File: config.mk
export PLATFORM = sky130hd
export DESIGN_NAME = wordbuf_evt
export DESIGN_NICKNAME = d
export VERILOG_FILES = /design/src/rtl/wordbuf_evt.sv
export SDC_FILE = /design/constraint.sdc
export NUM_CORES = 2
export LEC_CHECK = 0
export BUFFER_PORTS_ARGS = -buffer_cell sky130_fd_sc_hd__buf_2
export CAP_MARGIN = 15
export CELL_PAD_IN_SITES_DETAIL_PLACEMENT = 1
export CELL_PAD_IN_SITES_GLOBAL_PLACEMENT = 2
export CORE_ASPECT_RATIO = 0.6
export CORE_MARGIN = 2
export CORE_UTILIZATION = 46
export CTS_BUF_LIST = sky130_fd_sc_hd__clkbuf_4 sky130_fd_sc_hd__clkbuf_8 sky130_fd_sc_hd__clkbuf_16
export DETAILED_ROUTE_END_ITERATION = 10
export GPL_TIMING_DRIVEN = 0
export PLACE_DENSITY_LB_ADDON = 0.1
export SYNTH_ARGS = -nofsm -noshare
export SYNTH_HDL_FRONTEND = slang
export SYNTH_SLANG_ARGS = --single-unit
File: constraint.sdc
create_clock -name clk -period 4.45 [get_ports clk]
set_clock_uncertainty 0.05 [all_clocks]
set_input_delay 0.445 -clock clk [delete_from_list [all_inputs] [get_ports clk]]
set_output_delay 0.445 -clock clk [all_outputs]
set_load 0.05 [all_outputs]
File: src/rtl/wordbuf_evt.sv
module wordbuf_evt #(
  parameter int DW         = 32,
  parameter int DEPTH_LOG2 = 6
) (
  input  logic          clk,
  input  logic          rst_n,
  input  logic          reg_wr,
  input  logic          reg_rd,
  input  logic [2:0]    reg_addr,
  input  logic [DW-1:0] reg_wdata,
  output logic [DW-1:0] reg_rdata,
  input  logic          seq_push,
  input  logic [DW-1:0] seq_wdata,
  input  logic          seq_pop,
  output logic [DW-1:0] seq_rdata,
  input  logic          seq_done,
  output logic          irq
);
  localparam int DEPTH = 1 << DEPTH_LOG2;
  localparam int TW    = DEPTH_LOG2;
  localparam int CW    = DEPTH_LOG2 + 1;
  localparam logic [CW-1:0] DEPTH_C = CW'(DEPTH);
  localparam logic [CW-1:0] CNT_ONE = CW'(1);
  localparam logic [2:0] A_CTRL = 3'd0, A_STAT = 3'd1, A_CLR = 3'd2, A_MASK = 3'd3, A_DATA = 3'd4;
  localparam int F_UND = 0, F_OVF = 1, F_RRQ = 2, F_TRQ = 3, F_END = 4;
  localparam int CNT_LSB = 16, DIR_BIT = 8, FLUSH_BIT = 16;

  logic [DW-1:0] mem [DEPTH];
  logic [TW-1:0] wp_q, rp_q, thr_q, thr_nx;
  logic [CW-1:0] cnt_q, cnt_nx, free_nx;
  logic          dir_q, dir_nx;
  logic [4:0]    flags_q, mask_q, clr_vec, evt;
  logic          wr_ctrl, flush, push_req, pop_req, push_ok, pop_ok, full, empty;
  logic [DW-1:0] push_word, head;

  assign wr_ctrl   = reg_wr && reg_addr == A_CTRL;
  assign flush     = wr_ctrl && reg_wdata[FLUSH_BIT];
  assign push_req  = dir_q ? (reg_wr && reg_addr == A_DATA) : seq_push;
  assign push_word = dir_q ? reg_wdata : seq_wdata;
  assign pop_req   = dir_q ? seq_pop : (reg_rd && reg_addr == A_DATA);
  assign full      = cnt_q == DEPTH_C;
  assign empty     = cnt_q == '0;
  assign push_ok   = push_req && !full && !flush;
  assign pop_ok    = pop_req && !empty && !flush;
  assign head      = empty ? '0 : mem[rp_q];
  assign seq_rdata = head;

  assign thr_nx = wr_ctrl ? reg_wdata[TW-1:0] : thr_q;
  assign dir_nx = wr_ctrl ? reg_wdata[DIR_BIT] : dir_q;

  always_comb begin
    if (flush) cnt_nx = '0;
    else begin
      case ({push_ok, pop_ok})
        2'b10:   cnt_nx = cnt_q + CNT_ONE;
        2'b01:   cnt_nx = cnt_q - CNT_ONE;
        default: cnt_nx = cnt_q;
      endcase
    end
  end
  assign free_nx = DEPTH_C - cnt_nx;

  always_comb begin
    evt        = '0;
    evt[F_UND] = pop_req && empty && !flush;
    evt[F_OVF] = push_req && full && !flush;
    evt[F_RRQ] = !dir_nx && (cnt_nx > {1'b0, thr_nx});
    evt[F_TRQ] = dir_nx && (free_nx > {1'b0, thr_nx});
    evt[F_END] = seq_done;
  end

  assign clr_vec = (reg_wr && reg_addr == A_CLR) ? reg_wdata[4:0] : 5'b0;
  assign irq     = |(flags_q & ~mask_q);

  always_ff @(posedge clk or negedge rst_n) begin
    if (!rst_n) begin
      wp_q    <= '0;
      rp_q    <= '0;
      cnt_q   <= '0;
      thr_q   <= '1;
      dir_q   <= 1'b0;
      flags_q <= '0;
      mask_q  <= 5'h1F;
    end else begin
      cnt_q   <= cnt_nx;
      thr_q   <= thr_nx;
      dir_q   <= dir_nx;
      flags_q <= (flags_q & ~clr_vec) | evt;
      if (reg_wr && reg_addr == A_MASK) mask_q <= reg_wdata[4:0];
      if (flush) begin
        wp_q <= '0;
        rp_q <= '0;
      end else begin
        if (push_ok) wp_q <= wp_q + 1'b1;
        if (pop_ok)  rp_q <= rp_q + 1'b1;
      end
    end
  end

  always_ff @(posedge clk) begin
    if (push_ok) mem[wp_q] <= push_word;
  end

  always_comb begin
    reg_rdata = '0;
    case (reg_addr)
      A_CTRL: begin
        reg_rdata[TW-1:0]  = thr_q;
        reg_rdata[DIR_BIT] = dir_q;
      end
      A_STAT: begin
        reg_rdata[4:0]          = flags_q;
        reg_rdata[CNT_LSB +: CW] = cnt_q;
      end
      A_MASK:  reg_rdata[4:0] = mask_q;
      A_DATA:  reg_rdata = head;
      default: reg_rdata = '0;
    endcase
  end

  a_r2_count_step: assert property (@(posedge clk) disable iff (!rst_n)
    !flush |=> (cnt_q == $past(cnt_q) || cnt_q == $past(cnt_q) + CNT_ONE || cnt_q == $past(cnt_q) - CNT_ONE));
  a_r3_overflow_hold: assert property (@(posedge clk) disable iff (!rst_n)
    (push_req && full && !pop_ok && !flush) |=> (cnt_q == DEPTH_C && flags_q[F_OVF]));
  a_r4_underflow_hold: assert property (@(posedge clk) disable iff (!rst_n)
    (pop_req && empty && !push_ok && !flush) |=> (cnt_q == '0 && flags_q[F_UND]));
  a_r8_end_flag: assert property (@(posedge clk) disable iff (!rst_n)
    seq_done |=> flags_q[F_END]);
  a_r9_sticky: assert property (@(posedge clk) disable iff (!rst_n)
    1'b1 |=> ((flags_q & ($past(flags_q) & ~$past(clr_vec))) == ($past(flags_q) & ~$past(clr_vec))));
  a_r11_flush_empty: assert property (@(posedge clk) disable iff (!rst_n)
    flush |=> cnt_q == '0);
endmodule

==> results_dict.tcl <==
set metrics [dict create \
    status "finished, violations left" \
    violations "setup timing" \
    ioPinCount 139 \
    dieArea_mm2 0.1802 \
    clock.fmax_ghz 0.2157 \
    yosys-top-cells-count "edfxtp_1, mux4_2, nor2_1" \
    initial_core_util_pct 46.31 \
    nets 4191 \
    clockBufferDepth 4 \
    power_density_mw_per_mm2 643.1 \
    fill_cells 14490 \
    cp-start-kind "flip-flop" \
    avgSynthCellArea_um2 23.33 \
    startpoint "rp_q[0]" \
    drtPass1Iterations 5 \
    synthArstFlopShare_pct 1.727 \
    syn_nets 3575 \
    synth_flop_cell "edfxtp_1" \
    yosysSeqAreaShare_pct 76.78 \
    drt_iter0_markers 7059 \
    rrSetupSlack_ns 0.05 \
    floorplan.rows 119 \
    post_drt_via_cell_ratio 6.562 \
    die_h_um 329.6 \
    r2r-end "flags_q[3]" \
    setup_slack_ns -0.1864 \
    crit_path_max_fanout 6 \
    drc_errors 0 \
    peakVddDrop_v 0.0005187 \
    place_congestion 0.8441 \
    relSlewSlack_pct 19.25 \
    synth_area_leaders "edfxtp_1, mux4_2, mux2_2" \
    yosys.area.top_type "edfxtp_1" \
    rsz0062_at_grt "yes" \
    core_area_mm2 0.1755 \
    synth_area_mm2 0.08129 \
    postSynthCellCount 3484 \
    min_from "reg_wdata[6]" \
    clkSinkCount 2084 \
    h-tree-depth 4 \
    finalPower_uw 63550 \
    worstPathRequired_ns 3.95 \
    post_drt_wl_per_cell_um 42.72 \
    dr_total_vias 43390 \
    routed_wl_um 282500 \
    grt_pass1_vias 41970 \
    track_usage_pct 31.18 \
    final_antenna_net_count 0 \
    synth.most_common_cell "edfxtp_1" \
    cts_buffers 197 \
    period_minus_slack_ns 4.636 \
    clockRootBuffer "clkbuf_16" \
    yosys_register_bits 2084 \
    r2r-start "dir_q" \
    grt_pass1_wl_um 374700 \
    slew_viol_final 0 \
    critPathArrivalTime_ns 4.14 \
    cap_violations 0 \
    yosysUniqueCellTypes 57 \
    min_path_cells 2 \
    yosysWarnings 0 \
    grt_max_degree 65 \
    setup_viol 55 \
    drive_gt1_share_pct 41.82 \
    worst_pin_slew_ns 1.211 \
    clock_latency_ns 0.84 \
    fin_util_pct 56.30 \
    yosysTopAreaCellShare_pct 75.65 \
    crit_type "flip-flop to output pin" \
    p_leak_uw 0.03123 \
    overflow 0 \
    cts_tree "yes" \
    period_share_pct 104.2 \
    holdPathEnd "mem[38][6]" \
    hpwl_um 190600 \
    hp-class "input port to flip-flop" \
    synth_enable_flop_cells 2048 \
    hold_viol 0 \
    hold_ws_ns 0.01360 \
    critPathCaptureType "output pin" \
    place_ws_ns -1.508 \
    fp.dieW_um 546.7 \
    reg2regPathDepth 19 \
    antenna_found_initial 11 \
    port_buffers 136 \
    clk_pin_slew_ns 0.06 \
    area_growth_pct 21.57 \
]
==> per-stage QoR <==
stage	cell area (um^2)	TNS, ns	cells
2_1_floorplan	81370	0	3484
6_report	98830	-5.029	6612
3_3_place_gp	85000	-5069.48	5979
5_1_grt	98820	-6.726	6608
4_1_cts	96530	-5.953	6497
3_5_place_dp	88480	-59.37	6122
==> critical path, stage by stage (launching register included) <==
cell	delay, ns
dfrtp_2	0.47
buf_12	0.18
buf_16	0.16
buf_16	0.17
buf_16	0.16
mux4_2	0.49
mux4_2	0.52
mux2i_4	0.42
nor2_4	0.08
a21oi_4	0.27
o22ai_1	0.12
buf_4	0.22
==> metal layers <==
layer  vias up  routed length (um)  global-route usage, %
li1      16130                   -                      -
met4         0                6225                  6.333
met1     24160              116900                  47.64
met5         -                   0                      0
met3       338               34900                  8.156
met2      2764              124400                  45.59
==> power breakdown <==
group	switching, uW	internal, uW	total [uW]
sequential	227	22700	22900
clock	7410	9300	16700
combinational	13700	10200	23900
total	21300	42200	63600
==> final cells by class <==
type                            count  area [um^2]  share of cell area (%)
Antenna cell                        4        10.01                 0.01013
Buffer                            191         2157                   2.183
Clock buffer                      241         5366                   5.430
Clock inverter                    107        854.6                  0.8647
Inverter                           21        81.33                 0.08229
Multi-Input combinational cell   1182        19160                   19.38
Sequential cell                  2084        62420                   63.16
Tap cell                         2359         2952                   2.987
Timing Repair Buffer              423         5828                   5.897
==> sequential cells by signal, summed over array words and instances, names as in the netlist <==
register,cells
mem,2048
cnt_q,7
rp_q,6
thr_q,6
wp_q,6
flags_q,5
mask_q,5
dir_q,1
==> timing repair <==
item                                    CTS  global route
gates cloned                              1            11
resized for setup                       464           233
hold endpoints to repair                 37             1
setup buffers                            20            78
pin swaps                                17            20
hold buffers                              9             1
endpoints found under the setup margin   70            66
==> worst max-delay path by stage <==
| stage | end | slack (ns) | cells after the start |
|---|---|---|---|
| after global routing | seq_rdata[28] | -0.20 | 11 |
| after detailed placement | reg_rdata[4] | -1.51 | 11 |
| after floorplan | flags_q[2] | 0.005 | 25 |
| final | reg_rdata[4] | -0.19 | 11 |
| after CTS | seq_rdata[26] | -0.17 | 11 |
| after global placement | mem[31][10] | -4.75 | 9 |
==> layout by cell type, fill, tap and decap left out, drive strengths merged, types with 19 or more instances in the layout <==
master | synthesis | routed
a21oi | 29 | 29
and2 | 19 | 19
buf | 100 | 505
clkbuf | 97 | 339
clkinv | 0 | 83
dfrtp | 25 | 25
edfxtp | 2048 | 2048
inv | 21 | 23
mux2 | 68 | 68
mux2i | 45 | 45
mux4 | 635 | 635
nand2 | 48 | 48
nor2 | 141 | 141
o21ai | 27 | 27
==> kinds of logic (layout without fill, tap and decap cells) <==
| kind of cell | Yosys count | in the layout | synth area share (%) |
|---|---|---|---|
| other | 0 | 4 | 0 |
| AOI/OAI and AO/OA | 105 | 105 | 0.7911 |
| and+or+nand+nor | 295 | 295 | 1.716 |
| buffers and inverters | 218 | 983 | 1.184 |
| DFF | 2084 | 2084 | 76.78 |
| muxes | 748 | 748 | 19.09 |
| xor gates and xnor gates | 17 | 17 | 0.1832 |
| adders and majority gates | 17 | 17 | 0.2616 |
(Power assumes the default switching activity.)
